==> src/rtl/bp_pkg.sv <==
package bp_pkg;

  // 2-bit direction counter states, ordered so that bit 1 is the prediction
  typedef enum logic [1:0] {
    CTR_SNT = 2'b00,
    CTR_WNT = 2'b01,
    CTR_WT  = 2'b10,
    CTR_ST  = 2'b11
  } ctr_e;

  localparam ctr_e CTR_RESET = CTR_WNT;

  // Saturating step toward the resolved direction
  function automatic ctr_e ctr_step(input ctr_e cur, input logic taken);
    ctr_e nxt;
    nxt = cur;
    if (taken) begin
      if (cur != CTR_ST) nxt = ctr_e'(cur + 2'd1);
    end else begin
      if (cur != CTR_SNT) nxt = ctr_e'(cur - 2'd1);
    end
    return nxt;
  endfunction

  function automatic logic ctr_dir(input ctr_e cur);
    return cur[1];
  endfunction

endpackage

==> src/rtl/bp_hist_table.sv <==
module bp_hist_table #(
  parameter int IDX_W  = 3,
  parameter int HIST_W = 2
) (
  input  logic                          clk,
  input  logic                          rst,
  input  logic [IDX_W-1:0]              rd_a_idx,
  output logic [HIST_W-1:0]             rd_a_hist,
  input  logic [IDX_W-1:0]              rd_b_idx,
  output logic [HIST_W-1:0]             rd_b_hist,
  input  logic                          wr_en,
  input  logic [IDX_W-1:0]              wr_idx,
  input  logic                          wr_taken,
  output logic [(1<<IDX_W)*HIST_W-1:0]  state_o
);

  localparam int N_ENT = 1 << IDX_W;

  logic [HIST_W-1:0] hist_q [N_ENT];
  logic [HIST_W:0]   shift_w;

  // Outcome enters at bit 0; oldest outcome falls off the top
  assign shift_w = {hist_q[wr_idx], wr_taken};

  always_ff @(posedge clk) begin
    if (rst) begin
      for (int i = 0; i < N_ENT; i++) hist_q[i] <= '0;
    end else if (wr_en) begin
      hist_q[wr_idx] <= shift_w[HIST_W-1:0];
    end
  end

  assign rd_a_hist = hist_q[rd_a_idx];
  assign rd_b_hist = hist_q[rd_b_idx];

  for (genvar g = 0; g < N_ENT; g++) begin : g_flat
    assign state_o[g*HIST_W +: HIST_W] = hist_q[g];
  end

endmodule

==> src/rtl/bp_pht.sv <==
module bp_pht
  import bp_pkg::*;
#(
  parameter int HIST_W = 2
) (
  input  logic                         clk,
  input  logic                         rst,
  input  logic [HIST_W-1:0]            rd_idx,
  output logic                         rd_dir,
  input  logic                         wr_en,
  input  logic [HIST_W-1:0]            wr_idx,
  input  logic                         wr_taken,
  output logic [(1<<HIST_W)*2-1:0]     state_o
);

  localparam int N_CTR = 1 << HIST_W;

  ctr_e ctr_q [N_CTR];
  ctr_e ctr_nxt;

  assign ctr_nxt = ctr_step(ctr_q[wr_idx], wr_taken);

  always_ff @(posedge clk) begin
    if (rst) begin
      for (int i = 0; i < N_CTR; i++) ctr_q[i] <= CTR_RESET;
    end else if (wr_en) begin
      ctr_q[wr_idx] <= ctr_nxt;
    end
  end

  assign rd_dir = ctr_dir(ctr_q[rd_idx]);

  for (genvar g = 0; g < N_CTR; g++) begin : g_flat
    assign state_o[g*2 +: 2] = ctr_q[g];
  end

endmodule

==> src/rtl/bp_local2l.sv <==
module bp_local2l #(
  parameter int PC_W   = 32,
  parameter int IDX_LO = 2,
  parameter int IDX_W  = 3,
  parameter int HIST_W = 2
) (
  input  logic            clk,
  input  logic            rst,
  input  logic [PC_W-1:0] lk_pc,
  output logic            lk_taken,
  input  logic            up_valid,
  input  logic [PC_W-1:0] up_pc,
  input  logic            up_taken
);

  localparam int N_ENT = 1 << IDX_W;
  localparam int N_CTR = 1 << HIST_W;
  localparam int IDX_HI = IDX_LO + IDX_W;

  logic [IDX_W-1:0]          lk_idx;
  logic [IDX_W-1:0]          up_idx;
  logic [HIST_W-1:0]         lk_hist;
  logic [HIST_W-1:0]         up_hist;
  logic [N_ENT*HIST_W-1:0]   hist_state;
  logic [N_CTR*2-1:0]        pht_state;
  logic                      unused_pc_bits;

  assign lk_idx = lk_pc[IDX_LO +: IDX_W];
  assign up_idx = up_pc[IDX_LO +: IDX_W];

  assign unused_pc_bits = ^{lk_pc[PC_W-1:IDX_HI], lk_pc[IDX_LO-1:0],
                            up_pc[PC_W-1:IDX_HI], up_pc[IDX_LO-1:0]};

  bp_hist_table #(
    .IDX_W (IDX_W),
    .HIST_W(HIST_W)
  ) u_hist (
    .clk      (clk),
    .rst      (rst),
    .rd_a_idx (lk_idx),
    .rd_a_hist(lk_hist),
    .rd_b_idx (up_idx),
    .rd_b_hist(up_hist),
    .wr_en    (up_valid),
    .wr_idx   (up_idx),
    .wr_taken (up_taken),
    .state_o  (hist_state)
  );

  // Training uses the history read before this edge's shift
  bp_pht #(
    .HIST_W(HIST_W)
  ) u_pht (
    .clk     (clk),
    .rst     (rst),
    .rd_idx  (lk_hist),
    .rd_dir  (lk_taken),
    .wr_en   (up_valid),
    .wr_idx  (up_hist),
    .wr_taken(up_taken),
    .state_o (pht_state)
  );

endmodule

==> config.mk <==
export PLATFORM = sky130hd
export DESIGN_NAME = bp_local2l
export DESIGN_NICKNAME = d
export VERILOG_FILES = /design/src/rtl/bp_pkg.sv /design/src/rtl/bp_hist_table.sv /design/src/rtl/bp_pht.sv /design/src/rtl/bp_local2l.sv
export SDC_FILE = /design/constraint.sdc
export NUM_CORES = 1
export LEC_CHECK = 0
export BUFFER_PORTS_ARGS = -buffer_cell sky130_fd_sc_hd__buf_2
export CORE_ASPECT_RATIO = 0.5
export CORE_MARGIN = 1
export CORE_UTILIZATION = 51
export CTS_CLUSTER_SIZE = 10
export DETAILED_ROUTE_END_ITERATION = 16
export PLACE_DENSITY = 0.87
export SYNTH_ARGS = -nofsm -noshare
export SYNTH_HDL_FRONTEND = slang
export SYNTH_SLANG_ARGS = --single-unit
==> constraint.sdc <==
create_clock -name clk -period 3.85 [get_ports clk]
set_input_delay 0.385 -clock clk [delete_from_list [all_inputs] [get_ports clk]]
set_output_delay 0.385 -clock clk [all_outputs]
set_load 0.005 [all_outputs]
; Word level (Yosys, flattened, before mapping)
; Memory sizes are Yosys's and may differ from the RTL's.
; Cells that the tools add are included.
[totals]
mem_count = 2
ramBits = 24
wordCells = 22
reg_bits = 0
out_inout_bits = 1
[mem_list]
columns = name, depth, word_bits, read_ports, rd_ports_with_merged_regs, write_ports, line_no
row1 = u_hist.hist_q, 8, 2, 2, 0, 8, bp_hist_table.sv:19  ; logic [HIST_W-1:0] hist_q [N_ENT];
row2 = u_pht.ctr_q, 4, 2, 2, 0, 4, bp_pht.sv:18  ; ctr_e ctr_q [N_CTR];
[classes]
reduce_logical = 3
n_eq_ne = 1
add_sub_neg = 2
n_mux = 14
[op_table]
columns = cell, n
row1 = 2-bit two-way mux, 6
row2 = 1-bit two-way mux, 7
row3 = 2-bit OR reduction, 2
row4 = 3-bit two-way mux, 1
row5 = "2-bit by 1-bit adder with 2-bit output, second input constant", 1
row6 = "2-bit inequality test, second input constant", 1
row7 = 2-bit nonzero test, 1
row8 = "2-bit by 1-bit subtractor with 2-bit output, second input constant", 1

; Depth between registers and ports, before layout
; An unclocked memory read counts as a cell.
[depth]
ltp_word = 6
depth_mapped = 8
ltp_nobuf = 6

; Hierarchy
; From an unflattened synthesis, not the netlist that was laid out.
[unflattened]
hier_cells = 120
hier_area_um2 = 1647.8
[by_module_without_submodules]
columns = module, instances, cells_each, area_each_um2
row1 = bp_hist_table, 1, 78, 1134.8
row2 = bp_pht, 1, 42, 513.0

; Least setup slack after synthesis
; OpenSTA, ideal clock, no wires.
[synth_timing]
path_kind = input to register
from = input up_pc[2]
to = memory u_pht.ctr_q[0][0] in the netlist's numbering, data pin
path_stages = 7
setup_time_ns = 0.280
t_arrival_ns = 1.869
t_required_ns = 3.570
path_slack_ns = 1.700
path_cell_list = buf_4 -> mux2_2 -> nand3_1 -> o211ai_1 -> or2_2 -> nor4_1 -> o211ai_1
[synth_lines]
columns = element, line_no
row1 = start: declaration, bp_local2l.sv:12  ; input logic [PC_W-1:0] up_pc,
row2 = end: declaration, bp_pht.sv:18

==> impl_results.html <==
<table>
<tr><th>Metric</th><th>Value</th></tr>
<tr><th colspan="2">Power and ir drop</th></tr>
<tr><td>Power density over the cells</td><td>381 nW/um^2</td></tr>
<tr><td>Maximum VDD drop</td><td>0.165 mV</td></tr>
<tr><td>Leakage power total</td><td>0.648 nW</td></tr>
<tr><th colspan="2">Route</th></tr>
<tr><td>Number of routed nets with antenna violations</td><td>0</td></tr>
<tr><td>First-pass iteration count of the detailed router</td><td>4</td></tr>
<tr><td>Count of unresolved DRC violations after routing</td><td>0</td></tr>
<tr><td>Average via count per standard cell</td><td>6.49</td></tr>
<tr><td>Overall via count from detail_route</td><td>1221</td></tr>
<tr><td>Post-detailed-routing wire length</td><td>3430 um</td></tr>
<tr><td>1st-iter DRT viols</td><td>127</td></tr>
<tr><td>Average wire per cell in the routed design</td><td>18.3 um</td></tr>
<tr><th colspan="2">Clock tree</th></tr>
<tr><td>Clock buffers created by TritonCTS</td><td>3</td></tr>
<tr><td>Clock-pin slew reported for the worst setup and hold paths after clock tree synthesis</td><td>0.08 ns</td></tr>
<tr><td>Clk sink count</td><td>24</td></tr>
<tr><td>Max H-tree Level</td><td>1</td></tr>
<tr><td>Bufs on Longest Clock Path</td><td>2</td></tr>
<tr><td>Post-CTS setup repair buffer count</td><td>0</td></tr>
<tr><td>Worst skew pair latency</td><td>0.27 ns</td></tr>
<tr><td>Cells resized by post-CTS repair</td><td>0</td></tr>
<tr><td>CTS Hold Bufs</td><td>0</td></tr>
<tr><td>CTS tree</td><td>built</td></tr>
<tr><td>Clock Tree Root</td><td>clkbuf_8</td></tr>
<tr><th colspan="2">Cells and area</th></tr>
<tr><td>Proportion of layout cells with a drive suffix above 1</td><td>0.219</td></tr>
<tr><td>Final layout net count</td><td>220</td></tr>
<tr><td>Number of antenna repair diodes</td><td>0</td></tr>
<tr><td>Fraction of the core area covered by cells at the end of the flow</td><td>0.621</td></tr>
<tr><td>Final non-filler cell total</td><td>188</td></tr>
<tr><td>Syn-to-layout area delta</td><td>7.23%</td></tr>
<tr><th colspan="2">Die</th></tr>
<tr><td>CORE AREA</td><td>2780 sq um</td></tr>
<tr><td>Die width</td><td>81.5 um</td></tr>
<tr><td>Area of the die</td><td>3400 sq um</td></tr>
<tr><td>Initial core utilization</td><td>0.579</td></tr>
<tr><td>Die extent in y</td><td>41.7 um</td></tr>
<tr><td>Number of standard-cell rows in the floorplan</td><td>13</td></tr>
<tr><td>I/O Pins</td><td>69</td></tr>
<tr><th colspan="2">Global routing</th></tr>
<tr><td>Pin count of the biggest net entering global routing</td><td>20</td></tr>
<tr><td>Residual overflow from global routing</td><td>0</td></tr>
<tr><td>Global-route wire length before repair</td><td>5640 um</td></tr>
<tr><td>GRT Overall Usage</td><td>0.225</td></tr>
<tr><td>Initial antenna violation count</td><td>0</td></tr>
<tr><td>Via count of the first global-routing pass</td><td>1191</td></tr>
<tr><th colspan="2">Timing</th></tr>
<tr><td>Final Critical Period</td><td>2.41 ns</td></tr>
<tr><td>Max-slew violation total from the final report</td><td>0</td></tr>
<tr><td>Unrepaired setup endpoints after global routing</td><td>false</td></tr>
<tr><td>Worst-case hold slack</td><td>0.619 ns</td></tr>
<tr><td>Fraction of the cycle the final worst path needs</td><td>0.625</td></tr>
<tr><td>Layout Skew</td><td>0.00364 ns</td></tr>
<tr><td>Pin slew with the least headroom to its limit</td><td>0.538 ns</td></tr>
<tr><td>Slew margin rel.</td><td>0.641</td></tr>
<tr><td>Setup TNS</td><td>0 ns</td></tr>
<tr><td>Max Clk Rate</td><td>416 MHz</td></tr>
<tr><td>Final number of setup-violating endpoints</td><td>0</td></tr>
<tr><td>Number of hold violations in the final report</td><td>0</td></tr>
<tr><th colspan="2">Hold path</th></tr>
<tr><td>HP Class</td><td>input port to register</td></tr>
<tr><td>Min-Delay Endpoint</td><td>u_pht.ctr_q[2][0]</td></tr>
<tr><td>Number of cells on the worst hold path</td><td>3</td></tr>
<tr><td>Min-delay src</td><td>up_taken</td></tr>
<tr><th colspan="2">Critical path</th></tr>
<tr><td>Arrival time of data at the critical path endpoint</td><td>2.40 ns</td></tr>
<tr><td>Sort of element at the end of the critical path</td><td>register</td></tr>
<tr><td>Required @ worst endpoint</td><td>3.85 ns</td></tr>
<tr><td>Path depth of the worst reg2reg path</td><td>6</td></tr>
<tr><td>Maximum fanout along the worst path</td><td>16</td></tr>
<tr><td>Register-to-register setup slack</td><td>1.58 ns</td></tr>
<tr><td>Reg-to-reg startpoint</td><td>u_hist.hist_q[0][0]</td></tr>
<tr><td>Worst reg2reg path endpoint</td><td>u_pht.ctr_q[1][0]</td></tr>
<tr><td>Critical path start-end classification</td><td>input port to register</td></tr>
<tr><td>Setup crit start kind</td><td>input port</td></tr>
<tr><th colspan="2">Logic synthesis</th></tr>
<tr><td>Synthesized net count</td><td>213</td></tr>
<tr><td>Distinct cell type count of the synthesized netlist</td><td>38</td></tr>
<tr><td>Avg Inst Size Synth</td><td>11.1 sq um</td></tr>
<tr><td>Count of state elements after synthesis</td><td>24</td></tr>
<tr><td>Post-synthesis instance area</td><td>1610 sq um</td></tr>
<tr><td>Post-synthesis sequential area ratio</td><td>0.448</td></tr>
<tr><td>Number of enable-type register cells in the synthesized netlist</td><td>24</td></tr>
<tr><td>Primary FF master, synth</td><td>edfxtp_1</td></tr>
<tr><td>Synth area leader</td><td>edfxtp_1</td></tr>
<tr><td>Synth async-reset ratio</td><td>0</td></tr>
<tr><td>Synthesized instance count</td><td>145</td></tr>
<tr><td>Top-area cell type share of the netlist area</td><td>0.448</td></tr>
<tr><td>Largest cells by area after synthesis</td><td>edfxtp_1 (45%), mux2i_1 (9.3%), mux4_2 (5.6%)</td></tr>
<tr><td>Yosys synthesis warning count</td><td>0</td></tr>
<tr><th colspan="2">Status</th></tr>
<tr><td>Outcome</td><td>completed</td></tr>
<tr><th colspan="2">Placed design</th></tr>
<tr><td>IO Port Bufs</td><td>10</td></tr>
<tr><td>Total placed cells including tap cells</td><td>184</td></tr>
<tr><td>DPL Wire Length</td><td>2490 um</td></tr>
<tr><td>Final RePlAce weighted congestion</td><td>0.862</td></tr>
<tr><th colspan="2">Flow run</th></tr>
<tr><td>Count of max-cap constraint violations</td><td>0</td></tr>
</table>
==> placed cells by master (no fill, tap or decap), types with 2 or more instances in the layout <==
cell type and count:
a211oi_1 2, a21o_1 2, nor2_2 2, nor3b_1 3
clkbuf_8 3, nand2b_1 4, o211ai_1 4, nor3_1 5
edfxtp_1 24, nor2b_1 7, mux4_2 4, and3b_1 2
buf_2 10, a41o_1 3, nor2_1 18, nand3_1 3
mux2i_1 15, o21ai_0 3, a31o_2 4, nand2_1 11
inv_1 2, a21oi_1 4, or2_2 2
==> critical path, cell delays in order <==
cell      delay [ns]
buf_2           0.28
inv_1           0.20
o32ai_2         0.47
nor2_2          0.22
and3b_1         0.25
nor4_1          0.44
o211ai_1        0.16
==> flip-flops by register name, indices dropped and copies added, names as in the netlist <==
signal / count
u_hist.hist_q: 16
u_pht.ctr_q: 8
==> per-stage QoR <==
stage | cell area (sq um) | power (mW) | setup WS (ns)
4_1_cts | 1730 | 0.656 | 1.48
5_1_grt | 1730 | 0.680 | 1.29
3_5_place_dp | 1660 | 0.438 | 1.29
2_1_floorplan | 1610 | 0.412 | 1.70
3_3_place_gp | 1660 | 0.434 | 1.26
6_report | 1730 | 0.658 | 1.44
==> report_power, final <==
part | switching (mW) | leakage [nW] | internal (mW) | total (mW)
Sequential | 0.0111 | 0.237 | 0.304 | 0.315
Clock | 0.0836 | 0.0357 | 0.139 | 0.223
Combinational | 0.0711 | 0.376 | 0.0495 | 0.121
==> kinds of logic after synthesis <==
family / Yosys count / synth area share
DFF: 24 / 0.448
and+or+nand+nor: 61 / 0.201
buffers and inverters: 10 / 0.0365
muxes: 20 / 0.156
AOI/OAI and AO/OA: 30 / 0.159
==> layer usage <==
layer	vias up	share of wire	global-route usage
met5	-	0	0
met4	0	0.020	0.0714
met3	12	0.081	0.0418
met2	70	0.49	0.360
met1	570	0.41	0.309
li1	569	-	-
==> layout make-up <==
class                      count  area, sq um
sequential                    24          721
clock inverter                 1         30.0
fill                         215         1050
multi-input combinational    111          831
tap                           37         46.3
clock buffer                   3         41.3
inverter                       2         7.51
timing repair buffer          10         50.0
==> Yosys cell counts, types with 3 or more instances <==
cell type / number
edfxtp_1: 24
nor2_1: 18
mux2i_1: 15
nand2_1: 11
nor2b_1: 7
nor3_1: 5
a21oi_1: 4
a31o_2: 4
mux4_2: 4
nand2b_1: 4
o211ai_1: 4
a41o_1: 3
clkbuf_1: 3
nand3_1: 3
nor3b_1: 3
o21ai_0: 3
==> how the worst max path moves through the flow <==
stage	from	cells after the start	end
2_1_floorplan	up_pc[2]	7	u_pht.ctr_q[0][0]
3_3_place_gp	up_pc[2]	7	u_pht.ctr_q[1][0]
3_5_place_dp	up_pc[3]	7	u_pht.ctr_q[1][0]
4_1_cts	u_hist.hist_q[7][0]	6	lk_taken
5_1_grt	up_pc[3]	7	u_pht.ctr_q[1][0]
6_report	up_pc[3]	7	u_pht.ctr_q[1][0]
No activity file was read; power rests on OpenSTA's default activity.
